--- src/rtl/pscl_pkg.sv ---
package pscl_pkg;
   // Terminal count for a divide code: factor is 2**code
   function automatic int unsigned pscl_term(input int unsigned code);
      return (32'd1 << code) - 32'd1;
   endfunction
endpackage

--- src/rtl/pscl_cfg_regs.sv ---
module pscl_cfg_regs #(
   parameter int FS_W = 2,
   localparam int CFG_W = FS_W + 2
) (
   input  logic             clk,
   input  logic             rst_n,
   input  logic             we,
   input  logic [CFG_W-1:0] wdata,
   output logic [FS_W-1:0]  fs_q,
   output logic [FS_W-1:0]  fs_next,
   output logic             fast_q,
   output logic             pll_q
);
   localparam int FAST_BIT = FS_W;
   localparam int PLL_BIT  = FS_W + 1;

   initial begin
      if (FS_W < 1 || FS_W > 3) $error("pscl_cfg_regs: FS_W must be 1..3");
   end

   // Code that will be in the shadow after this edge
   assign fs_next = we ? wdata[FS_W-1:0] : fs_q;

   always_ff @(posedge clk or negedge rst_n) begin
      if (!rst_n) begin
         fs_q   <= '0;
         fast_q <= 1'b0;
         pll_q  <= 1'b0;
      end else if (we) begin
         fs_q   <= wdata[FS_W-1:0];
         pll_q  <= wdata[PLL_BIT];
         // fast request only survives with the PLL enabled in the same write
         fast_q <= wdata[FAST_BIT] & wdata[PLL_BIT];
      end
   end

   assert_fast_needs_pll_R5: assert property (@(posedge clk) disable iff (!rst_n)
      fast_q |-> pll_q);

   assert_pll_clear_drops_fast_R6: assert property (@(posedge clk) disable iff (!rst_n)
      (we && !wdata[PLL_BIT]) |=> !fast_q);

   assert_readback_last_write_R3: assert property (@(posedge clk) disable iff (!rst_n)
      we |=> (fs_q == $past(wdata[FS_W-1:0])));
endmodule

--- src/rtl/pscl_div_select.sv ---
module pscl_div_select #(
   parameter int FS_W = 2
) (
   input  logic            clk,
   input  logic            rst_n,
   input  logic [FS_W-1:0] fs_next,
   input  logic            pwm_run,
   input  logic            period_end,
   output logic [FS_W-1:0] fs_act
);
   logic load;

   // Stopped: follow software at once. Running: only at period overflow.
   assign load = !pwm_run || period_end;

   always_ff @(posedge clk or negedge rst_n) begin
      if (!rst_n)    fs_act <= '0;
      else if (load) fs_act <= fs_next;
   end

   assert_hold_midperiod_R4: assert property (@(posedge clk) disable iff (!rst_n)
      (pwm_run && !period_end) |=> $stable(fs_act));

   assert_idle_applies_R7: assert property (@(posedge clk) disable iff (!rst_n)
      !pwm_run |=> (fs_act == $past(fs_next)));
endmodule

--- src/rtl/pscl_counter.sv ---
module pscl_counter #(
   parameter int FS_W = 2,
   localparam int NUM_DIV = 1 << FS_W,
   localparam int CNT_W = NUM_DIV - 1
) (
   input  logic            clk,
   input  logic            rst_n,
   input  logic [FS_W-1:0] fs_act,
   input  logic            pwm_run,
   input  logic            period_end,
   output logic            strobe
);
   logic [CNT_W-1:0] term_tbl [NUM_DIV];
   logic [CNT_W-1:0] cnt;
   logic [CNT_W-1:0] term_sel;
   logic             hit;

   for (genvar g = 0; g < NUM_DIV; g++) begin : g_term
      assign term_tbl[g] = CNT_W'(pscl_pkg::pscl_term(g));
   end

   assign term_sel = term_tbl[fs_act];
   assign hit      = (cnt == term_sel);
   assign strobe   = pwm_run & hit;

   always_ff @(posedge clk or negedge rst_n) begin
      if (!rst_n)                            cnt <= '0;
      else if (!pwm_run || period_end || hit) cnt <= '0;
      else                                   cnt <= cnt + 1'b1;
   end

   assert_cnt_in_range_R2: assert property (@(posedge clk) disable iff (!rst_n)
      cnt <= term_sel);

   assert_restart_on_period_R9: assert property (@(posedge clk) disable iff (!rst_n)
      (pwm_run && period_end) |=> (cnt == '0));
endmodule

--- src/rtl/pwm_clk_prescaler.sv ---
module pwm_clk_prescaler #(
   parameter int FS_W = 2,
   localparam int CFG_W = FS_W + 2
) (
   input  logic             clk,
   input  logic             rst_n,
   input  logic             cfg_we,
   input  logic [CFG_W-1:0] cfg_wdata,
   output logic [CFG_W-1:0] cfg_rdata,
   input  logic             pwm_run,
   input  logic             period_end,
   output logic             pwm_clk_en,
   output logic             iclk_fast_sel
);
   logic [FS_W-1:0] fs_q;
   logic [FS_W-1:0] fs_next;
   logic [FS_W-1:0] fs_act;
   logic            fast_q;
   logic            pll_q;

   pscl_cfg_regs #(.FS_W(FS_W)) u_cfg (
      .clk(clk), .rst_n(rst_n), .we(cfg_we), .wdata(cfg_wdata),
      .fs_q(fs_q), .fs_next(fs_next), .fast_q(fast_q), .pll_q(pll_q));

   pscl_div_select #(.FS_W(FS_W)) u_sel (
      .clk(clk), .rst_n(rst_n), .fs_next(fs_next), .pwm_run(pwm_run),
      .period_end(period_end), .fs_act(fs_act));

   pscl_counter #(.FS_W(FS_W)) u_cnt (
      .clk(clk), .rst_n(rst_n), .fs_act(fs_act), .pwm_run(pwm_run),
      .period_end(period_end), .strobe(pwm_clk_en));

   assign cfg_rdata     = {pll_q, fast_q, fs_q};
   assign iclk_fast_sel = fast_q;

   assert_fast_sel_gated_R8: assert property (@(posedge clk) disable iff (!rst_n)
      iclk_fast_sel |-> cfg_rdata[CFG_W-1]);
endmodule

--- config.mk ---
export PLATFORM = sky130hd
export DESIGN_NAME = pwm_clk_prescaler
export DESIGN_NICKNAME = d
export VERILOG_FILES = /design/src/rtl/pscl_pkg.sv /design/src/rtl/pscl_cfg_regs.sv /design/src/rtl/pscl_div_select.sv /design/src/rtl/pscl_counter.sv /design/src/rtl/pwm_clk_prescaler.sv
export SDC_FILE = /design/constraint.sdc
export NUM_CORES = 1
export LEC_CHECK = 0
export ABC_CLOCK_PERIOD_IN_PS = 1900
export BUFFER_PORTS_ARGS = -buffer_cell sky130_fd_sc_hd__buf_2
export CAP_MARGIN = 20
export CORE_AREA = 2 2 39 41
export DETAILED_ROUTE_END_ITERATION = 8
export DIE_AREA = 0 0 41 43
export GPL_TIMING_DRIVEN = 0
export PLACE_DENSITY = 0.65
export SLEW_MARGIN = 10
export SYNTH_ARGS = -nofsm -noshare
export SYNTH_HDL_FRONTEND = slang
export SYNTH_SLANG_ARGS = --single-unit
--- constraint.sdc ---
create_clock -name clk -period 1.9 [get_ports clk]
set_input_delay 0.285 -clock clk [delete_from_list [all_inputs] [get_ports clk]]
set_output_delay 0.285 -clock clk [all_outputs]
set_load 0.02 [all_outputs]
After elaboration in Yosys (flattened, before gate mapping):

Index checks and enable logic that the tools add are counted.

* register bits after elaboration: 9
* bits of input ports: 9
* logic and storage cells: 19

* add/sub/neg operators: 1
* $lt $le $gt $ge: 1
* eq/ne operators: 1
* muxes and demuxes: 5
* bitwise operators: 3
* reduce and logical (&&, ||, !) cells: 3

Operators with widths (count)
* $mux 3: 3
* $bmux 3 s2: 1
* $add 3x1->3 const B: 1
* $eq 3x3->1: 1
* $ge 3x3->1 const B: 1
* $not 2->3: 1
* $and 1x1->1: 2
* $logic_or 1x1->1: 2
* $mux 2: 1
* $logic_not 1->1: 1

Longest topological paths before layout:

* depth in word-level cells: 7
* gate-level depth with buffers: 3
* gate-level depth less buffers: 3

Cells and area by module:

From an unflattened synthesis, not the netlist that was laid out.

* cells, all modules: 34
* area total of the unflattened synthesis: 445.4 sq um

By module, submodules not included
* pscl_counter: instances 1, cells an instance 17, area an instance 188.9 sq um, seq. area each 75.1 sq um
* pscl_cfg_regs: instances 1, cells an instance 10, area an instance 147.6 sq um, seq. area each 100.1 sq um
* pscl_div_select: instances 1, cells an instance 5, area an instance 93.8 sq um, seq. area each 50.0 sq um
* pwm_clk_prescaler: instances 1, cells an instance 2, area an instance 15.0 sq um, seq. area each 0.0 sq um

Least setup slack after synthesis:

OpenSTA, ideal clock, no wires.

* path kind: reg2out
* from: reg u_cnt.cnt[1]
* to: out pwm_clk_en
* arrival time: 1.274 ns
* data required time: 1.615 ns
* path slack: 0.341 ns
* stages on the path, launching flop included: 4
* cell sequence: dfrtp_1 > or4_4 > nor2_4 > o21a_1

* word-level cells in the longest chain between the ends: 2

RTL lines
* from (decl): line pscl_counter.sv:14 `logic [CNT_W-1:0] cnt;`
* from (signal assigned): line pscl_counter.sv:29 `else cnt <= cnt + 1'b1;`
* $eq 3x3->1: line pscl_counter.sv:23 `assign hit = (cnt == term_sel);`
* $and 1x1->1: line pscl_counter.sv:24 `assign strobe = pwm_run & hit;`
* to (decl): line pwm_clk_prescaler.sv:12 `output logic pwm_clk_en,`

No other way between the ends.

Worst setup path in the final report:

* from: reg u_sel.fs_act[1]
* to: out pwm_clk_en

* word-level cells in the longest chain between the ends: 6

RTL lines
* from (decl): line pscl_div_select.sv:9 `output logic [FS_W-1:0] fs_act`
* from (signal assigned): line pscl_div_select.sv:18 `else if (load) fs_act <= fs_next;`
* $not 2->3 (not written as such): line pscl_counter.sv:22 `assign term_sel = term_tbl[fs_act];`
* $bmux 3 s2: line pscl_counter.sv:22
* $mux 3 (not written as such) (2 in series): line pscl_counter.sv:22
* $eq 3x3->1: line pscl_counter.sv:23
* $and 1x1->1: line pscl_counter.sv:24

No other way between the ends. The select of a mux whose other input is x is not followed.

==> metrics.json <==
{
  "power_and_ir_drop": {
    "p_per_area_nw_per_um2": 809,
    "p_leak_nw": 0.280,
    "combinational_share_of_power_pct": 21.2,
    "net-switching-power_mw": 0.129,
    "swShare_pct": 27.4,
    "ir_worst_vdd_uv": 397,
    "power_frac_seq_pct": 47.1,
    "power.clock.fraction_pct": 31.7,
    "power_report.internal_total_mw": 0.342
  },
  "yosys": {
    "ys_async_sr_fraction_pct": 100,
    "mappedNetlistNets": 42,
    "synth-seq-area-share_pct": 51.9,
    "synth_most_common_cell": "sky130_fd_sc_hd__dfrtp_1",
    "yosys_register_bits": 9,
    "synth_largest_area_cell": "sky130_fd_sc_hd__dfrtp_1",
    "synthCells": 32,
    "synth_area_leaders": "sky130_fd_sc_hd__dfrtp_1 (52%), sky130_fd_sc_hd__mux2_2 (13%), sky130_fd_sc_hd__xnor2_1 (4.0%)",
    "yosys.cell_types.count": 18,
    "synth_top_area_share_pct": 51.9,
    "synthesis.yosys.warnings": 0,
    "syn_area_um2": 434,
    "syn_avg_cell_area_um2": 13.6,
    "ys_top_cells_by_count": "sky130_fd_sc_hd__dfrtp_1 (9), sky130_fd_sc_hd__mux2_2 (5), sky130_fd_sc_hd__buf_4 (2), sky130_fd_sc_hd__xnor2_1 (2)",
    "synth-edff-count": 0,
    "synth_ff_type": "sky130_fd_sc_hd__dfrtp_1"
  },
  "timing": {
    "timing.final.hold_violations": 0,
    "peak_freq_mhz": 541,
    "worst_hold_slack_ps": 272,
    "drv_slew": 0,
    "report.final.setup_viol": 0,
    "max_slew.worst_pin.slew_ps": 262,
    "time_the_worst_path_needs_with_i_o_delays_and_setup_ps": 1850,
    "worst_slew_margin_rel_pct": 82.5,
    "fin_ws_ps": 50.0,
    "clock-skew-final_ps": 1.25,
    "grt_setup_unrepaired": "yes",
    "final.period_utilization_pct": 97.4
  },
  "clock_tree": {
    "cts-buffers-inserted": 3,
    "ctsHtreeMaxLevel": 1,
    "clk_latency_ps": 260,
    "cts-root-buf": "sky130_fd_sc_hd__clkbuf_4",
    "clock_tree.buffer_depth": 2,
    "clock_tree_from_tritoncts": "yes",
    "numClockSinks": 9,
    "cts.reportedPaths.clkPinSlew_ps": 60
  },
  "floorplanning": {
    "chipHeight_um": 43,
    "rows": 14,
    "ios": 15,
    "die_width_um": 41,
    "core-area_um2": 1380,
    "floorplan.initialDensity_pct": 31.4,
    "die_area_um2": 1760
  },
  "finish": {
    "syn_to_final_growth_pct": 34.0,
    "post-route-cell-area_um2": 582,
    "layout.filler_cells": 137,
    "multi_input_comb_area_um2": 190,
    "drive_gt1_share_pct": 58.5,
    "layoutNonFillerInstCount": 69,
    "final_nets": 64,
    "utilization_pct": 42.0,
    "ff_latch_area_um2": 225,
    "n_antenna_cell": 0
  },
  "critical_path": {
    "timing.setup.critical_path_class": "flop to output pin",
    "cpMaxStageDelayCell": "sky130_fd_sc_hd__or4_4",
    "cpLargestDelayFamily": "simple AND/OR/NAND/NOR gates",
    "worst-path-max-fanout": 4,
    "timing.critical_path.to_type": "output pin",
    "cp_cell_sequence": "or4_4 -> nor2_4 -> o21a_1 -> buf_6",
    "worst_ep_arrival_time_ps": 1560,
    "worst_ep_required_time_ps": 1620,
    "worst_setup_sp_type": "flop",
    "critical_path.max_stage_delay_ps": 540,
    "critical_path.n_buffers_inverters": 1
  },
  "drt": {
    "route.detailed.drc": 0,
    "num_vias": 320,
    "detail_route.wirelength_um": 753,
    "initial_drt_pass_iterations": 1,
    "drt_first_iter_violations": 0,
    "post_drt_wl_per_cell_um": 10.9,
    "antenna_violating_nets_post_route": 0,
    "avgViaCountPerCell": 4.64
  },
  "min_path": {
    "hold_wc_path_type": "primary input to flop"
  },
  "grt": {
    "gr-usage-all-layers_pct": 11.5,
    "antenna_violations_before_repair": 0,
    "grt_start_max_net_pins": 10,
    "first_global_vias": 304,
    "wire_length_of_the_first_global_routing_pass_um": 1240,
    "gr-total-overflow": 0
  },
  "status": {
    "run_status": "complete, no violations"
  },
  "place": {
    "gp_routability_congestion": 0.695,
    "placed_cells_incl_taps": 62,
    "port_buffers": 14,
    "post-place-ws_ps": 262,
    "dpl-instance-area_um2": 524
  },
  "job": {
    "cap_viol_max_count": 0
  }
}
-- worst reg2reg max path, delay by kind of cell (launching register included) --
family | cells | cell delay, ps
flip-flops | 1 | 410
AND/OR/NAND/NOR | 3 | 690
buffers and inverters | 1 | 130
-- power groups by stage --
| stage | clock network, mW | logic (mW) | registers, mW |
|---|---|---|---|
| 2_1_floorplan | 0 | 0.0533 | 0.231 |
| 3_3_place_gp | 0 | 0.0886 | 0.224 |
| 3_5_place_dp | 0 | 0.0902 | 0.225 |
| 4_1_cts | 0.158 | 0.0984 | 0.221 |
| 5_1_grt | 0.170 | 0.111 | 0.224 |
| 6_report | 0.149 | 0.0996 | 0.222 |
-- final timing paths --
kind	slack, ps	startpoint	depth (start not counted)	endpoint
max in group asynchronous	1320	rst_n	2	u_cfg.pll_q$_DFFE_PN0P_
max reg2reg	550	u_sel.fs_act[1]$_DFFE_PN0P_	4	u_cnt.cnt[1]$_DFF_PN0_
min reg2reg	510	u_cfg.pll_q$_DFFE_PN0P_	1	u_cfg.pll_q$_DFFE_PN0P_
max	50	u_sel.fs_act[1]$_DFFE_PN0P_	4	pwm_clk_en
min	270	cfg_wdata[1]	2	u_cfg.fs_q[1]$_DFF_PN0_
min in group asynchronous	400	rst_n	2	u_cnt.cnt[2]$_DFF_PN0_
-- registers in the layout (all words and copies together) (netlist names) --
signal        cells
u_cfg.fast_q      1
u_cfg.fs_q        2
u_cfg.pll_q       1
u_cnt.cnt         3
u_sel.fs_act      2
-- per-layer routing --
| metal | vias to the layer above | wire (µm) | global-route usage, % | share of wire [%] |
|---|---|---|---|---|
| li1 | 157 | - | - | - |
| met1 | 141 | 304 | 12.3 | 40 |
| met2 | 18 | 336 | 15.3 | 45 |
| met3 | 4 | 94 | 7.85 | 12 |
| met4 | 0 | 19 | 8.00 | 2.5 |
| met5 | - | 0 | 0 | 0 |
-- area by class of cell --
cell class / instances / share of cell area [%]
inverter: 1 / 0.645
clock buffer: 4 / 4.52
sequential: 9 / 38.7
multi-input combinational: 20 / 32.7
timing repair buffer: 17 / 17.4
tap: 16 / 3.44
buffer: 2 / 2.58
-- layout by cell type (no fill, tap or decap) --
cell type                        n
sky130_fd_sc_hd__xnor2_1         2
sky130_fd_sc_hd__nor3b_1         1
sky130_fd_sc_hd__clkbuf_4        3
sky130_fd_sc_hd__nor2_4          1
sky130_fd_sc_hd__o21a_1          1
sky130_fd_sc_hd__dlygate4sd3_1   1
sky130_fd_sc_hd__clkbuf_1        1
sky130_fd_sc_hd__buf_4           4
sky130_fd_sc_hd__o21ai_0         1
sky130_fd_sc_hd__nor3_1          1
sky130_fd_sc_hd__nand3_1         1
sky130_fd_sc_hd__dfrtp_1         9
sky130_fd_sc_hd__nor4_2          1
sky130_fd_sc_hd__buf_6           1
sky130_fd_sc_hd__nand2b_1        1
sky130_fd_sc_hd__inv_1           1
sky130_fd_sc_hd__and3_1          1
sky130_fd_sc_hd__mux2_2          5
sky130_fd_sc_hd__nor4b_2         1
sky130_fd_sc_hd__buf_2          13
sky130_fd_sc_hd__ha_1            1
sky130_fd_sc_hd__a32o_2          1
sky130_fd_sc_hd__or4_4           1
-- per-stage QoR --
stage                     total power, mW  setup TNS (ps)
final                               0.470               0
after global routing                0.505           -11.8
after CTS                           0.478               0
after detailed placement            0.315               0
after global placement              0.313               0
after floorplan                     0.284               0
-- cell families (layout without fill, tap and decap cells) --
group	Yosys count	count (layout)	synth area share, %
xor+xnor	2	2	4.04
compound gates	3	3	5.47
buf+inv	3	24	4.32
fa+ha+maj	1	1	2.88
simple gates	9	9	18.4
flops	9	9	51.9
mux	5	5	13.0
-- repair_timing --
item                       in CTS  in global routing
hold buffers                    1                  0
hold endpoints to repair        9                  0
pin swaps                       1                  1
setup buffers                   2                  0
resized for setup               0                  2
setup endpoints to repair       1                  1
Note: power is estimated with default switching activity, not from simulation.
